$ cat config.mk
export PLATFORM = sky130hd
export DESIGN_NAME = ldpc_minsum_dec
export DESIGN_NICKNAME = d
export VERILOG_FILES = /design/src/rtl/ldpc_minsum_dec.sv
export SDC_FILE = /design/constraint.sdc
export NUM_CORES = 2
export LEC_CHECK = 0
export BUFFER_PORTS_ARGS = -buffer_cell sky130_fd_sc_hd__buf_2
export CAP_MARGIN = 20
export CORE_AREA = 3 3 306 278
export CTS_BUF_LIST = sky130_fd_sc_hd__clkbuf_4
export DETAILED_ROUTE_END_ITERATION = 7
export DIE_AREA = 0 0 309 281
export GPL_TIMING_DRIVEN = 0
export SYNTH_ARGS = -nofsm -noshare
export SYNTH_HDL_FRONTEND = slang
export SYNTH_SLANG_ARGS = --single-unit
$ cat constraint.sdc
create_clock -name clk -period 7.77 [get_ports clk]
set_clock_uncertainty 0.1 [all_clocks]
set_input_delay 0.3885 -clock clk [delete_from_list [all_inputs] [get_ports clk]]
set_output_delay 0.3885 -clock clk [all_outputs]
set_load 0.005 [all_outputs]
$ cat src/rtl/ldpc_minsum_dec.sv
module ldpc_minsum_dec #(
  parameter int NV = 12,
  parameter int NC = 6,
  parameter int LW = 5,
  parameter int ZW = 7,
  parameter int MAX_ITER = 16,
  parameter logic [NC*NV-1:0] HMAT = 72'h254_4A1_90A_862_511_28C
) (
  input  logic                            clk,
  input  logic                            rst_n,
  input  logic                            start,
  input  logic [NV*LW-1:0]                llr_in,
  output logic                            done,
  output logic                            ok,
  output logic                            fail,
  output logic [NV-1:0]                   word_out,
  output logic [$clog2(MAX_ITER+1)-1:0]   iters_out
);
  localparam int ITW  = $clog2(MAX_ITER+1);
  localparam int MAXM = (1 << (LW-1)) - 1;
  localparam logic signed [ZW:0] PMAX = (ZW+1)'(MAXM);
  localparam logic signed [ZW:0] NMAX = -(ZW+1)'(MAXM);

  typedef enum logic [1:0] {S_IDLE, S_VAR, S_CHK} st_t;

  st_t state;
  logic signed [LW-1:0] lam   [NV];
  logic signed [LW-1:0] alpha [NC][NV];
  logic signed [LW-1:0] beta  [NC][NV];
  logic signed [ZW-1:0] z     [NV];
  logic [ITW-1:0] iter;

  logic signed [ZW:0]   z_n     [NV];
  logic signed [LW-1:0] beta_n  [NC][NV];
  logic signed [LW-1:0] alpha_n [NC][NV];
  logic [NV-1:0] hd;
  logic [NC-1:0] syn, out_syn;

  function automatic logic signed [ZW:0] ext(input logic signed [LW-1:0] v);
    return {{(ZW+1-LW){v[LW-1]}}, v};
  endfunction

  always_comb begin
    for (int c = 0; c < NV; c++) begin
      z_n[c] = ext(lam[c]);
      for (int r = 0; r < NC; r++)
        if (HMAT[r*NV+c]) z_n[c] = z_n[c] + ext(alpha[r][c]);
    end
    for (int r = 0; r < NC; r++)
      for (int c = 0; c < NV; c++) begin
        logic signed [ZW:0] d;
        d = z_n[c] - ext(alpha[r][c]);
        if (d > PMAX)      beta_n[r][c] = LW'(MAXM);
        else if (d < NMAX) beta_n[r][c] = -LW'(MAXM);
        else               beta_n[r][c] = d[LW-1:0];
      end
  end

  always_comb begin
    for (int r = 0; r < NC; r++)
      for (int c = 0; c < NV; c++) begin
        logic sgn;
        logic [LW-1:0] mag, m;
        sgn = 1'b0;
        mag = LW'(MAXM);
        for (int k = 0; k < NV; k++)
          if (HMAT[r*NV+k] && k != c) begin
            sgn = sgn ^ beta[r][k][LW-1];
            m = beta[r][k][LW-1] ? -beta[r][k] : beta[r][k];
            if (m < mag) mag = m;
          end
        alpha_n[r][c] = sgn ? -mag : mag;
      end
  end

  always_comb begin
    for (int c = 0; c < NV; c++) hd[c] = z[c][ZW-1];
    for (int r = 0; r < NC; r++) begin
      syn[r]     = ^(HMAT[r*NV +: NV] & hd);
      out_syn[r] = ^(HMAT[r*NV +: NV] & word_out);
    end
  end

  always_ff @(posedge clk) begin
    if (!rst_n) begin
      state <= S_IDLE;
      done <= 1'b0; ok <= 1'b0; fail <= 1'b0;
      word_out <= '0; iters_out <= '0; iter <= '0;
      for (int c = 0; c < NV; c++) begin
        lam[c] <= '0;
        z[c] <= '0;
      end
      for (int r = 0; r < NC; r++)
        for (int c = 0; c < NV; c++) begin
          alpha[r][c] <= '0;
          beta[r][c] <= '0;
        end
    end else begin
      done <= 1'b0;
      case (state)
        S_IDLE: if (start) begin
          for (int c = 0; c < NV; c++) lam[c] <= llr_in[c*LW +: LW];
          for (int r = 0; r < NC; r++)
            for (int c = 0; c < NV; c++) alpha[r][c] <= '0;
          iter <= '0;
          state <= S_VAR;
        end
        S_VAR: begin
          for (int c = 0; c < NV; c++) z[c] <= z_n[c][ZW-1:0];
          beta <= beta_n;
          state <= S_CHK;
        end
        S_CHK: begin
          iter <= iter + 1'b1;
          if (syn == '0 || iter + 1'b1 == ITW'(MAX_ITER)) begin
            done <= 1'b1;
            ok <= (syn == '0);
            fail <= (syn != '0);
            word_out <= hd;
            iters_out <= iter + 1'b1;
            state <= S_IDLE;
          end else begin
            alpha <= alpha_n;
            state <= S_VAR;
          end
        end
        default: state <= S_IDLE;
      endcase
    end
  end

  assert_done_pulse_R11: assert property (@(posedge clk) disable iff (!rst_n) done |=> !done);
  assert_hold_R11: assert property (@(posedge clk) disable iff (!rst_n)
    !done |-> ($stable(word_out) && $stable(iters_out)));
  assert_verdict_R7: assert property (@(posedge clk) disable iff (!rst_n) done |-> (ok != fail));
  assert_success_syndrome_R7: assert property (@(posedge clk) disable iff (!rst_n)
    (done && ok) |-> (out_syn == '0));
  assert_fail_at_limit_R8: assert property (@(posedge clk) disable iff (!rst_n)
    (done && fail) |-> (iters_out == ITW'(MAX_ITER)));
  assert_phase_order_R9: assert property (@(posedge clk) disable iff (!rst_n)
    (state == S_VAR) |=> (state == S_CHK));
  assert_busy_hold_R10: assert property (@(posedge clk) disable iff (!rst_n)
    (state != S_IDLE) |=> $stable(lam[0]) && $stable(lam[NV-1]));
endmodule

[After elaboration in Yosys (flattened, before gate mapping)]
Memories as Yosys holds them, arrays and structs flattened.
Cells that the tools add are included.
Storage, ports and cells
  bits in latches: 0
  memory bits (writable): 144
  register bits after elaboration: 267
  input bits: 63
  memories: 2
  ROM bits: 0
  output and inout bits: 20
Cells by class
  bitwise gates (word level): 72
  shift-type cells: 0
  muxes and demuxes: 203
  div/mod/pow operators: 0
  equal/unequal tests: 5
  order comparisons: 108
  $add $sub $neg: 103
  reductions and logical operators: 15
  $mul: 0
Memory list
  z: depth 12, width 7, read ports 12, clocked after memory_dff 0, wr ports 12, RTL line 30  | logic signed [ZW-1:0] z [NV];
  lam: depth 12, width 5, read ports 12, clocked after memory_dff 0, wr ports 12, RTL line 27  | logic signed [LW-1:0] lam [NV];
Operator list (number)
  two-way mux 5 bit: 175
  two-way mux 350 bit: 2
  one-hot mux 350 bit (2 select lines): 1
  negation 5 bit: 54
  < comparator 5 bit: 48
  > comparator 8 x 5 -> 1 bit (second input constant): 24
  < comparator 8 x 5 -> 1 bit (second input constant): 24
  subtractor 7 x 5 -> 8 bit: 24
  adder 6 x 5 -> 7 bit: 12
  two-way mux 7 bit: 12
  adder 5 x 5 -> 6 bit: 12
  XOR reduction 12 bit: 6
  < comparator 5 x 4 -> 1 bit (second input constant): 12
  bitwise XOR 1 bit: 48
  bitwise OR 1 bit: 24
  two-way mux 1 bit: 10
  one-hot mux 5 bit (2 select lines): 1
  logical NOT 6 bit: 1
  one-hot mux 2 bit (3 select lines): 1
  AND reduction 2 bit: 3
  nonzero test 6 bit: 1
  adder 5 x 1 -> 5 bit (second input constant): 1
  equality test 5 bit (second input constant): 1
  != test 2 bit (second input constant): 2
  7 further kinds: 7

[Longest topological paths before layout]
  depth in word-level cells: 14
  depth in mapped cells: 28
  mapped depth without buffers: 27

[Least setup slack after synthesis]
OpenSTA, ideal clock, no wires.
  path type: reg-to-reg
  from: reg state[0]
  to: reg alpha[298] (netlist name)
  stages on the path, launching flop included: 8
  arrival time: 5901 ps
  path buffers: 2
  setup slack: 1625 ps
  clock period less this slack: 6145 ps
  path through: dfxtp_1 > nand2b_1 > o21ai_0 > nor2_1 > clkbuf_1 > clkbuf_1 > a32oi_1 > o31ai_1
On the way
  word-level cells in the longest chain between the ends: 3
  elaborated cells between the ends (all ways): 7
Ends and longest elaborated chain
  start: declaration: RTL line 26  | st_t state;
  start signal: assignment: RTL line 86  | state <= S_IDLE;
  start signal: assignment: RTL line 106  | state <= S_VAR;
  start signal: assignment: RTL line 111  | state <= S_CHK;
  equality test 2 bit or logical NOT 2 bit (tied branches): RTL line 100  | case (state)
  != test 2 bit (no source line) or nonzero test 2 bit (tied branches)
  AND reduction 3 bit (no source line)
  end signal: assignment: RTL line 123  | alpha <= alpha_n;
  end: declaration: RTL line 28  | logic signed [LW-1:0] alpha [NC][NV];
Several ways; a longest one is shown, not always the timed one.
A chain may end at the register's enable or synchronous reset.

[Worst setup path in the final report]
  from: reg beta[295] (netlist name)
  to: reg alpha[259] (netlist name)
On the way
  word-level cells in the longest chain between the ends: 12
Ends and longest elaborated chain
  start: declaration: RTL line 29  | logic signed [LW-1:0] beta [NC][NV];
  start signal: assignment: RTL line 110  | beta <= beta_n;
  negation 5 bit: RTL line 69  | m = beta[r][k][LW-1] ? -beta[r][k] : beta[r][k];
  two-way mux 5 bit *: RTL line 69
  < comparator 5 x 4 -> 1 bit: RTL line 70  | if (m < mag) mag = m;
  two-way mux 5 bit *: RTL line 70
  < comparator 5 bit: RTL line 70
  two-way mux 5 bit *: RTL line 70
  < comparator 5 bit: RTL line 70
  two-way mux 5 bit *: RTL line 70
  negation 5 bit: RTL line 72  | alpha_n[r][c] = sgn ? -mag : mag;
  two-way mux 5 bit *: RTL line 72
  two-way mux 350 bit *: RTL line 115  | if (syn == '0 || iter + 1'b1 == ITW'(MAX_ITER)) begin
  one-hot mux 350 bit (2 select lines) *: RTL line 100
Mark *: on every way between the ends. The rest lies on a longest branch, timed or not. The select of a mux whose other input is x is not followed.

==> reports/metrics.cfg <==
[clock_tree]
cts_inserted_buffers=101
clk_pin_slew_ns=0.07
cts_tree=yes
clkLatencyLatePin_ns=0.96
cts_resized=0
clockBufferDepth=3
cts_setup_buffers=0
clock_sinks=339
htree_levels=3
clockRootBuffer=clkbuf_4

[final_layout]
layout_commonest_cell=ha_1
layout-drive-gt1-share=0.0923
final_nets=4710
finalNonFillerCells=5308
layout_common_cells=ha_1 (411), inv_1 (310), nand2_1 (290)
area_growth_pct=13.0

[critical_path]
worstSetupPathType=reg2reg
critPathMaxFanout=9
crit_arrival_ns=7.28
required_ns=8.53
ff2ff_setup_slack_ns=1.25
end_kind=flip-flop
r2r.worst_path.cells=25
crit_path_start_kind=flip-flop

[timing]
slew_headroom=0.124
setup_viol=0
worstMarginPinSlew_ns=1.31
slew_violations=0
timing.final.crit_share=0.839
hold_viol_final=0
fmax_ghz=0.153
fin_tns_setup_ns=0
rsz0062_at_grt=no
finalCriticalPeriod_ns=6.52

[pwr]
p_leak_uw=0.0164
total_power_uw=11500
cellPowerDensity_nw_per_um2=312
max-vdd-ir-drop_mv=0.131

[route]
drc=0
dr.first_iter.drc_count=2173
routedWlPerCell_um=20.5
first_pass_iters=6
drtAntennaViolNets=1
vias=29400
drt-total-wl_mm=109
drt-vias-per-instance=5.53

[outcome]
violations=antenna violations
status=finished, violations left

[floorplanning]
io_pins=83
die_x_um=309
core_um2=82300
dieArea_um2=86800
row_count=100
start_util=0.398
die_y_um=281

[place]
portBuffers=81
post-place-cells=5041
dp_hpwl_mm=85.6
gp_congestion=0.953

[yosys]
synth_edf_count=72
yosys-top-cells-area=dfxtp_1 (16%), ha_1 (16%), edfxtp_1 (6.6%), fa_1 (5.9%), xnor2_1 (5.2%)
synth_seq_cells=339
yosys_warnings=0
synth.largest_area_cell=dfxtp_1
synth.distinct_cells=96
synth_flop_cell=dfxtp_1
async_flop_share=0
synth_cells=3845
netlist.area_leader.share=0.163
synth_area_um2=32800
syn_area_per_cell_um2=8.52
ys_seq_area_frac=0.229

[run]
max_cap_viol_count=0

[grt]
grtUsageTotal=0.249
grt_antenna_before_repair=5
grt_pass1_wl_mm=164
gr-total-overflow=0
grt_max_degree=24
grt_pass1_vias=27600

[min_path]
hp-class=in2reg
hold-path-cell-count=3

[registers in the layout, indices dropped and copies added, names as in the netlist]
signal     cells
word_out      12
done           1
z             12
fail           1
iters_out      5
alpha        120
beta         120
iter           5
ok             1
lam           60
state          2
[power breakdown]
part | internal (µW) | switching [µW]
Combinational | 3090 | 4400
Sequential | 1990 | 219
Clock | 937 | 900
[cell type report]
class                   instances  area (µm²)
diodes                         10        25.0
multi-input cells            3103       23700
well taps                    1071        1340
plain buffers                 113         453
clock inverters                44         243
clock buffers                 146        1100
repair buffers                169        1450
flip-flops and latches        339        7510
fillers                      8142       45300
inverters                     313        1170
[timing repair]
action,CTS,global route
endpoints found under the hold margin,76,0
endpoints found under the setup margin,0,0
hold buffers,62,0
[cells in the mapped netlist (all sizes together), types with 35 or more instances]
cell,count
a21o,99
a21oi,220
a31oi,43
and2,103
clkbuf,95
dfxtp,267
edfxtp,72
fa,96
ha,411
inv,311
mux2,38
mux2i,109
nand2,290
nand2b,51
nand3,50
nor2,248
nor2b,90
nor3,53
o211ai,39
o21a,43
o21ai,255
o22ai,41
o31ai,61
or2,35
xnor2,193
xor2,109
[kinds of logic after synthesis]
family	Yosys count	share of synthesized area
buf+inv	426	0.0495
xor+xnor	302	0.0807
fa+ha+maj	508	0.216
simple gates	1062	0.163
mux	147	0.0464
flops	339	0.229
other cells	1	0.000114
compound gates	1060	0.215
[metrics by stage]
step	setup WS, ns	utilization	hold WS (ns)	instance area [µm²]
floorplan	1.63	-	0.338	32900
global placement	-3.74	0.420	0.330	34600
detailed placement	1.42	0.425	0.338	35000
CTS	1.39	0.449	0.0534	36900
global route	0.636	0.450	0.0896	37000
finish	1.25	0.450	0.133	37000
[routing by layer]
layer  GRT usage  vias to the layer above  part of all wire
met5           0                        -                 0
met4       0.107                        0             0.046
met3      0.0632                      235             0.080
met1       0.334                    13700              0.45
li1            -                    14500                 -
met2       0.377                      967              0.42
[worst max-delay path, stage by stage (launching register included)]
cell	delay, ns
dfxtp_1	0.30
clkbuf_1	0.22
inv_1	0.14
ha_1	0.25
o41ai_1	0.08
a21oi_1	0.53
o21ai_0	0.22
nand3_1	0.20
inv_1	0.11
ha_1	0.27
nor3_1	0.19
nor2_1	0.09
a31oi_1	0.27
o21ai_0	0.27
mux2i_1	0.64
ha_1	0.38
a21o_1	0.18
a21o_1	0.17
a21o_1	0.20
a21oi_1	0.51
nor2_1	0.08
a21oi_1	0.19
ha_1	0.25
a21oi_1	0.08
and3_1	0.20
o41ai_1	0.32
[final timing paths]
| path | from | to |
|---|---|---|
| max | beta[295]$_SDFFE_PN0P_ | alpha[259]$_SDFFE_PN0P_ |
| min | llr_in[19] | lam[0][19]$_SDFFCE_PN0P_ |
| min reg2reg | fail$_SDFFE_PN0P_ | fail$_SDFFE_PN0P_ |
| max reg2reg | beta[295]$_SDFFE_PN0P_ | alpha[259]$_SDFFE_PN0P_ |
Note: power is estimated with default switching activity, not from simulation.
